==> src/rtl/adc_seq_pkg.sv <==
`timescale 1ns/1ps
package adc_seq_pkg;
    // Control byte bit positions, decoded by software
    localparam int CTRL_EN   = 7;
    localparam int CTRL_GO   = 6;
    localparam int CTRL_AUTO = 5;
    localparam int CTRL_FLAG = 4;
    localparam int CTRL_IE   = 3;

    // Divide factor for a divider select code
    function automatic int unsigned div_factor(input int unsigned sel);
        return (sel < 2) ? 2 : (32'd1 << sel);
    endfunction
endpackage

==> src/rtl/adc_clk_div.sv <==
`timescale 1ns/1ps
module adc_clk_div #(
    parameter int PS_W = 3
) (
    input  logic            clk,
    input  logic            rst_n,
    input  logic            run,
    input  logic [PS_W-1:0] ps_sel,
    output logic            tick
);
    import adc_seq_pkg::*;

    localparam int CNT_W = (2 ** PS_W) - 1;

    typedef struct packed {
        logic [CNT_W-1:0] cnt;
    } div_st_t;

    div_st_t s_d, s_q;
    logic [CNT_W:0] div_w;

    always_comb begin
        div_w = (CNT_W+1)'(div_factor(32'(ps_sel)));
        tick  = run && ({1'b0, s_q.cnt} >= (div_w - 1'b1));
        s_d   = s_q;
        if (!run || tick) s_d.cnt = '0;
        else              s_d.cnt = s_q.cnt + 1'b1;
    end

    always_ff @(posedge clk or negedge rst_n) begin
        if (!rst_n) s_q <= '0;
        else        s_q <= s_d;
    end


    wrap_chk: assert property (@(posedge clk) disable iff (!rst_n)
        $past(tick) |-> s_q.cnt == '0);
endmodule

==> src/rtl/adc_conv_timer.sv <==
`timescale 1ns/1ps
module adc_conv_timer #(
    parameter int LEN_LONG  = 25,
    parameter int LEN_SHORT = 13
) (
    input  logic clk,
    input  logic rst_n,
    input  logic start,
    input  logic long_sel,
    input  logic abort,
    input  logic tick,
    output logic busy,
    output logic finish
);
    localparam int CYC_W = $clog2(LEN_LONG + 1);

    typedef struct packed {
        logic             busy;
        logic             long_q;
        logic [CYC_W-1:0] cyc;
    } tmr_st_t;

    tmr_st_t s_d, s_q;
    logic [CYC_W-1:0] len;

    always_comb begin
        len    = s_q.long_q ? CYC_W'(LEN_LONG) : CYC_W'(LEN_SHORT);
        finish = s_q.busy && tick && (s_q.cyc == len - 1'b1);
        s_d    = s_q;
        if (abort) begin
            s_d.busy = 1'b0;
            s_d.cyc  = '0;
        end else if (start && !s_q.busy) begin
            s_d.busy   = 1'b1;
            s_d.cyc    = '0;
            s_d.long_q = long_sel;
        end else if (s_q.busy && tick) begin
            if (finish) begin
                s_d.busy = 1'b0;
                s_d.cyc  = '0;
            end else begin
                s_d.cyc = s_q.cyc + 1'b1;
            end
        end
    end

    assign busy = s_q.busy;

    always_ff @(posedge clk or negedge rst_n) begin
        if (!rst_n) s_q <= '0;
        else        s_q <= s_d;
    end


    cyc_range_chk: assert property (@(posedge clk) disable iff (!rst_n)
        s_q.busy |-> s_q.cyc < len);
endmodule

==> src/rtl/adc_seq_ctrl.sv <==
`timescale 1ns/1ps
module adc_seq_ctrl #(
    parameter int RES_W     = 10,
    parameter int CH_W      = 3,
    parameter int REF_W     = 2,
    parameter int PS_W      = 3,
    parameter int LEN_LONG  = 25,
    parameter int LEN_SHORT = 13
) (
    input  logic             clk,
    input  logic             rst_n,
    input  logic             wr_en,
    input  logic             wr_addr,
    input  logic [7:0]       wr_data,
    input  logic             trig_in,
    input  logic             gie,
    input  logic             irq_ack,
    input  logic [RES_W-1:0] ana_value,
    output logic [7:0]       ctrl_rd,
    output logic [7:0]       mux_rd,
    output logic [CH_W-1:0]  ch_sel,
    output logic [REF_W-1:0] ref_sel,
    output logic [RES_W-1:0] result,
    output logic             done,
    output logic             irq
);
    import adc_seq_pkg::*;

    localparam int SEL_HI = CH_W + REF_W - 1;

    typedef struct packed {
        logic             en;
        logic             auto_q;
        logic             ie;
        logic [PS_W-1:0]  ps;
        logic             flag;
        logic             first;
        logic             trig;
        logic             done;
        logic [RES_W-1:0] res;
        logic [7:0]       pend;
        logic [CH_W-1:0]  act_ch;
        logic [REF_W-1:0] act_ref;
    } seq_st_t;

    seq_st_t s_d, s_q;

    logic ctrl_wr, sel_wr, abort, start, long_sel, trig_edge, busy_nx;
    logic busy, finish, tick;

    adc_clk_div #(.PS_W(PS_W)) div_i (
        .clk(clk), .rst_n(rst_n), .run(busy), .ps_sel(s_q.ps), .tick(tick)
    );

    adc_conv_timer #(.LEN_LONG(LEN_LONG), .LEN_SHORT(LEN_SHORT)) tmr_i (
        .clk(clk), .rst_n(rst_n), .start(start), .long_sel(long_sel),
        .abort(abort), .tick(tick), .busy(busy), .finish(finish)
    );

    always_comb begin
        s_d      = s_q;
        s_d.done = 1'b0;
        s_d.trig = trig_in;
        ctrl_wr  = wr_en && !wr_addr;
        sel_wr   = wr_en && wr_addr;

        if (ctrl_wr) begin
            s_d.en     = wr_data[CTRL_EN];
            s_d.auto_q = wr_data[CTRL_AUTO];
            s_d.ie     = wr_data[CTRL_IE];
            s_d.ps     = wr_data[PS_W-1:0];
            if (!s_q.en && wr_data[CTRL_EN]) s_d.first = 1'b1;
        end
        if (sel_wr) s_d.pend = wr_data;

        abort     = busy && ctrl_wr && !wr_data[CTRL_EN];
        trig_edge = trig_in && !s_q.trig;
        start     = !busy && s_d.en &&
                    ((ctrl_wr && wr_data[CTRL_GO]) ||
                     (s_q.en && s_q.auto_q && trig_edge));
        long_sel  = s_d.first;
        if (start) s_d.first = 1'b0;

        if ((ctrl_wr && wr_data[CTRL_FLAG]) || irq_ack) s_d.flag = 1'b0;
        if (finish) begin
            s_d.flag = 1'b1;
            s_d.done = 1'b1;
            s_d.res  = ana_value;
        end

        busy_nx = start || (busy && !abort && !finish);
        if (!busy_nx) begin
            s_d.act_ch  = s_d.pend[CH_W-1:0];
            s_d.act_ref = s_d.pend[SEL_HI:CH_W];
        end
    end

    always_ff @(posedge clk or negedge rst_n) begin
        if (!rst_n) s_q <= '0;
        else        s_q <= s_d;
    end

    assign ctrl_rd = {s_q.en, busy, s_q.auto_q, s_q.flag, s_q.ie, s_q.ps};
    assign mux_rd  = s_q.pend;
    assign ch_sel  = s_q.act_ch;
    assign ref_sel = s_q.act_ref;
    assign result  = s_q.res;
    assign done    = s_q.done;
    assign irq     = s_q.flag && s_q.ie && gie;


    done_idle_chk: assert property (@(posedge clk) disable iff (!rst_n)
        s_q.done |-> !busy);

    flag_rise_chk: assert property (@(posedge clk) disable iff (!rst_n)
        $rose(s_q.flag) |-> s_q.done);

    sel_hold_chk: assert property (@(posedge clk) disable iff (!rst_n)
        (busy && $past(busy)) |-> ($stable(s_q.act_ch) && $stable(s_q.act_ref)));

    abort_chk: assert property (@(posedge clk) disable iff (!rst_n)
        ($past(busy) && $past(wr_en) && !$past(wr_addr) && !$past(wr_data[CTRL_EN]))
        |-> (!busy && !s_q.done));
endmodule

==> config.mk <==
export PLATFORM = sky130hd
export DESIGN_NAME = adc_seq_ctrl
export DESIGN_NICKNAME = d
export VERILOG_FILES = /design/src/rtl/adc_seq_pkg.sv /design/src/rtl/adc_clk_div.sv /design/src/rtl/adc_conv_timer.sv /design/src/rtl/adc_seq_ctrl.sv
export SDC_FILE = /design/constraint.sdc
export NUM_CORES = 1
export LEC_CHECK = 0
export BUFFER_PORTS_ARGS = -buffer_cell sky130_fd_sc_hd__clkbuf_2
export CORE_UTILIZATION = 48
export DETAILED_ROUTE_END_ITERATION = 10
export GPL_TIMING_DRIVEN = 0
export PLACE_DENSITY = 0.71
export RECOVER_POWER = 50
export SETUP_SLACK_MARGIN = 0.5
export SYNTH_ARGS = -nofsm -noshare
export SYNTH_HDL_FRONTEND = slang
export SYNTH_HIERARCHICAL = 1
export SYNTH_SLANG_ARGS = --single-unit
==> constraint.sdc <==
create_clock -name clk -period 2.6 [get_ports clk]
set_input_delay 0.26 -clock clk [delete_from_list [all_inputs] [get_ports clk]]
set_output_delay 0.26 -clock clk [all_outputs]
set_load 0.01 [all_outputs]
* Word level (Yosys, flattened, before mapping)
Index checks and enable logic that the tools add are counted.
** Word-level totals
- Bits in registers :: 47
- Input port bits :: 25
- Output and inout port bits :: 33
- Logic and storage cells :: 81
** Operators by class
- Add/sub/neg operators :: 4
- Magnitude comparators :: 2
- Equal/unequal tests :: 1
- Shifts and indexed selects :: 1
- Multiplexer cells :: 19
- Bitwise gates (word level) :: 1
- Reduce and logical (&&, ||, !) cells :: 36
** Operators by type and width (count)
- 2-to-1 mux 5 bit :: 6
- logical AND 1 bit :: 20
- 2-to-1 mux 11 bit :: 1
- 2-to-1 mux 1 bit :: 9
- >= comparator 7 x 8 -> 1 bit :: 1
- 2-to-1 mux 8 bit :: 1
- << shifter 1 x 3 -> 8 bit (first input constant) :: 1
- subtractor 8 x 1 -> 8 bit (second input constant) :: 1
- adder 7 x 1 -> 7 bit (second input constant) :: 1
- logical NOT 1 bit :: 7
- 2-to-1 mux 7 bit :: 1
- 2-to-1 mux 6 bit :: 1
- nonzero test 3 bit :: 2
- adder 5 x 1 -> 5 bit (second input constant) :: 1
- equality test 5 bit :: 1
- subtractor 5 x 1 -> 5 bit (second input constant) :: 1
- logical OR 1 bit :: 4
- AND reduction 2 bit :: 2
- less-than comparator 3 x 2 -> 1 bit (second input constant) :: 1
- nonzero test 2 bit :: 1
- NOT 1 bit :: 1

* Logic depth before layout (Yosys ltp)
- Word-level depth :: 11
- Depth in mapped cells :: 11
- Depth with buffers taken out :: 11

* Cells and area by module
The synthesis kept the hierarchy.
** By module, submodules not included
- adc_seq_ctrl :: times used 1, cells each 114, area each 1545.2 um^2, seq. area each 825.8 um^2
- adc_clk_div :: times used 1, cells each 52, area each 516.7 um^2, seq. area each 175.2 um^2
- adc_conv_timer :: times used 1, cells each 43, area each 444.2 um^2, seq. area each 175.2 um^2

* Worst setup path before layout
OpenSTA, ideal clock, no wires.
- Path type :: register -> register
- From :: register s_q, in the netlist ctrl_rd[1]
- To :: register s_q, in the netlist ch_sel[0]
- Setup time :: 125 ps
- Data arrival time :: 2626 ps
- Data required time :: 2475 ps
- Setup slack :: -151 ps
- Cell stages (with the launch flop) :: 12
- Buffers on the path :: 0
- Clock period less this slack :: 2751 ps
- Path through :: dfrtp_1 a21oi_1 ha_1 and3_1 o21ai_2 a31oi_4 o21a_1 nand4_1 a21oi_4 nor3b_1 nor3_4 mux2_4
** On the way
- Word-level cells in the longest chain between the ends :: 10
- Elaborated cells between the ends (all ways) :: 11
- Classes of those cells :: add/sub (1); order compare (2); shift (1); mux (1); reduce/logical (6)
** Ends and longest elaborated chain
- start: declaration :: RTL line adc_seq_ctrl.sv:46 : seq_st_t s_d, s_q;
- start signal: assignment :: RTL line adc_seq_ctrl.sv:99 : if (!rst_n) s_q <= '0;
- start signal: assignment :: RTL line adc_seq_ctrl.sv:100 : else s_q <= s_d;
- less-than comparator 3 x 2 -> 1 bit / << shifter 1 x 3 -> 8 bit (equally long branches) :: RTL line adc_seq_pkg.sv:12 : return (sel < 2) ? 2 : (32'd1 << sel);
- 2-to-1 mux 8 bit (*) :: RTL line adc_seq_pkg.sv:12
- subtractor 8 x 1 -> 8 bit (*) :: RTL line adc_clk_div.sv:24 : tick = run && ({1'b0, s_q.cnt} >= (div_w - 1'b1));
- >= comparator 7 x 8 -> 1 bit (*) :: RTL line adc_clk_div.sv:24
- logical AND 1 bit (*) :: RTL line adc_clk_div.sv:24
- named net tick :: RTL line adc_seq_ctrl.sv:49 : logic busy, finish, tick;
- logical AND 1 bit (*) (2 in series) :: RTL line adc_conv_timer.sv:28 : finish = s_q.busy && tick && (s_q.cyc == len - 1'b1);
- named net finish :: RTL line adc_seq_ctrl.sv:49
- logical NOT 1 bit (*) :: RTL line adc_seq_ctrl.sv:91 : busy_nx = start || (busy && !abort && !finish);
- logical AND 1 bit (*) :: RTL line adc_seq_ctrl.sv:91
- logical OR 1 bit (*) :: RTL line adc_seq_ctrl.sv:91
The timed path passes the listed nets; every way through them passes the cells marked *.
A chain may end at the register's enable or synchronous reset.

* Final worst setup path
- From :: register s_q, in the netlist ctrl_rd[0]
- To :: register s_q, in the netlist ch_sel[1]
The elaborated chain is that of the path after synthesis.

==> results.ini <==
[sta]
finalSetupViolations=0
drv_slew=0
worst_clock_skew_ns=0.00635
min_period_ns=2.51
period_share=0.964
fmax_mhz=399
hold_violations=0
finalSetupTns_ns=0
rsz0062_at_grt=yes
tightestPinTransition_ns=1.15
relSlewSlack=0.231
layout_setup_ws_ns=0.0944

[hold_path]
holdPathEnd=s_q[24]
hold_path.startpoint=trig_in
hold_class=in2reg
min_path_cells=1

[setup_path]
startpoint_type=flop
worst_ep_arrival_time_ns=2.70
r2r_slack_ns=0.09
cp.required_ns=2.79
rr_worst_depth=12
r2r_start=ctrl_rd[0]
worstSetupPathType=reg2reg
worstSetupEndpointType=flop
rr_endpoint=ch_sel[1]
crit_fanout=5

[power]
clockPowerShare=0.230
power_frac_seq=0.397
power_switching_mw=0.800
finalPower_mw=2.71
p_per_area_mw_per_mm2=840
netSwitchingFraction=0.296
p_leak_nw=1.62
p_int_mw=1.91
peakVddDrop_mv=0.447
pwr-share-comb=0.373

[floorplan]
initial_core_util=0.514
die_h_um=74.3
die-area_sq_mm=0.00551
die_w_um=74.3
fp.coreArea_sq_mm=0.00488
num_rows=25
pin_count=58

[clocking]
clockBufferDepth=2
worstSkewPairLatency_ns=0.30
htreeDepth=2
cts_tree=built
cts_buffers=5
postCtsHoldBufs=0
cts.sinks=47
cts_root_buf=clkbuf_8
clk_pin_slew_ns=0.09

[yosys]
synth_area_leader_cell=dfrtp_1
synth_seq_cells=47
yosys_warnings=6
synthFlopType=dfrtp_1
ys_top_cells_by_area=dfrtp_1, buf_4, mux2_2, ha_1, mux2_4
netlist.area_leader.share=0.469
synthArstFlopShare=1.00
syn_avg_cell_area_sq_um=12.0
synth_cell_types=46
ys_seq_area_frac=0.469
synth_edf_count=0
syn_inst=209
synth_fp_nets=244
syn_area_sq_mm=0.00251

[cells_and_area]
seqCellArea_sq_mm=0.00118
drive_gt1_frac=0.531
fin_nets=320
fillers=381
layout_common_cells=clkbuf_2, dfrtp_1, buf_4, mux2_2
fin_cells=353
multi_input_area_sq_mm=0.00115
final_common_cell=clkbuf_2
area_growth_pct=28.7
diodes=0
final_util=0.661

[route]
dr_total_vias=1778
wl_mm=4.57
dr.pass1.iters=4
detail-route-antenna-nets=0
routedWlPerCell_um=12.9
drc=0
first_iter_violations=67
viasPerCell=5.04

[global_routing]
antenna_found_initial=0
grt_max_degree=48
grt_pass1_wl_mm=7.47
grt_pass1_vias=1700
grt_overflow=0
grt_usage=0.178

[run_status]
status=completed

[placed_design]
pre_cts_ws_ns=-0.419
dp_hpwl_mm=3.12
dp_cells=333
routabilityCongestion=0.782
port_buffers=57

[flow_run]
max_cap_viol_count=0

-- critical path, cell delays in order (launching register included) --
cell	delay, ns
dfrtp_1	0.44
a21oi_2	0.17
ha_1	0.25
and3_4	0.15
o21ai_2	0.16
a31oi_4	0.10
o21a_1	0.20
nand4_1	0.14
a21oi_4	0.06
nor3b_4	0.23
nor3_4	0.06
buf_12	0.15
mux2_4	0.28
-- how the worst max path moves through the flow --
stage                from         end  slack (ns)  depth (start not counted)
5_1_grt        ctrl_rd[1]   ch_sel[1]       -0.02                         12
4_1_cts        ctrl_rd[0]   ch_sel[1]        0.02                         12
3_3_place_gp   ctrl_rd[2]  ref_sel[1]       -0.37                         11
3_5_place_dp   ctrl_rd[1]  ref_sel[0]       -0.42                         11
2_1_floorplan  ctrl_rd[2]   ch_sel[0]       -0.01                         11
6_report       ctrl_rd[0]   ch_sel[1]        0.09                         12
-- sequential cells by signal (all words and copies together), names as in the netlist --
| register | cells |
|---|---|
| result | 10 |
| div_i/s_q | 7 |
| tmr_i/busy | 1 |
| ch_sel | 3 |
| mux_rd | 8 |
| tmr_i/s_q | 6 |
| done | 1 |
| ref_sel | 2 |
| ctrl_rd | 7 |
| s_q | 2 |
-- synth_stat cells (2+ instances only) --
cell type	instances
mux2_2	18
a31o_2	2
mux2_1	6
nand2_1	9
inv_1	8
xor2_1	4
and3_1	3
ha_1	10
o21ai_0	3
mux2_4	5
nor3_1	11
and4b_1	3
a21oi_1	2
a311oi_1	2
nor2b_1	5
nor2_1	2
xnor2_1	2
buf_4	31
a21o_1	2
nand3_1	7
dfrtp_1	47
o31ai_1	3
-- routing by layer --
metal  vias up  track usage  routed length (um)
met5         -            0                   0
met2        48        0.302                2180
met1       861        0.227                2090
met3         8       0.0393                 241
li1        861            -                   -
met4         0       0.0608                  60
-- cell families (layout without fill, tap and decap cells) --
kind of cell,count (synthesis),count (layout),share of synthesized area
flops,47,47,0.469
buf+inv,41,118,0.108
mux,30,30,0.142
fa+ha+maj,10,10,0.0499
xor+xnor,6,6,0.0210
simple gates,53,53,0.134
other cells,1,1,0.00150
compound gates,21,21,0.0744
-- what timing repair did --
item	CTS	global route
pin swaps	14	9
setup endpoints to repair	23	24
buffers inserted	10	2
resized for setup	17	4
-- power by group through the flow --
stage | registers [mW] | clock network [mW] | logic (mW)
after floorplan | 1.04 | 0 | 0.684
after global placement | 1.08 | 0 | 0.892
after detailed placement | 1.09 | 0 | 0.909
after CTS | 1.07 | 0.635 | 0.999
after global routing | 1.10 | 0.663 | 1.11
final | 1.07 | 0.623 | 1.01
-- area by class of cell --
type | instances | area share
multi-input cells | 121 | 0.356
well taps | 67 | 0.0260
plain buffers | 33 | 0.0784
flip-flops and latches | 47 | 0.365
clock inverters | 2 | 0.0186
repair buffers | 69 | 0.124
clock buffers | 6 | 0.0225
inverters | 8 | 0.00931
-- stage by stage --
stage / hold WS (ns) / cell area [sq um]
2_1_floorplan: -0.0356 / 2520
3_3_place_gp: 0.400 / 2890
3_5_place_dp: 0.395 / 2890
4_1_cts: 0.0778 / 3190
5_1_grt: 0.0802 / 3230
6_report: 0.0904 / 3230
Power figures use the tool's default switching activity.
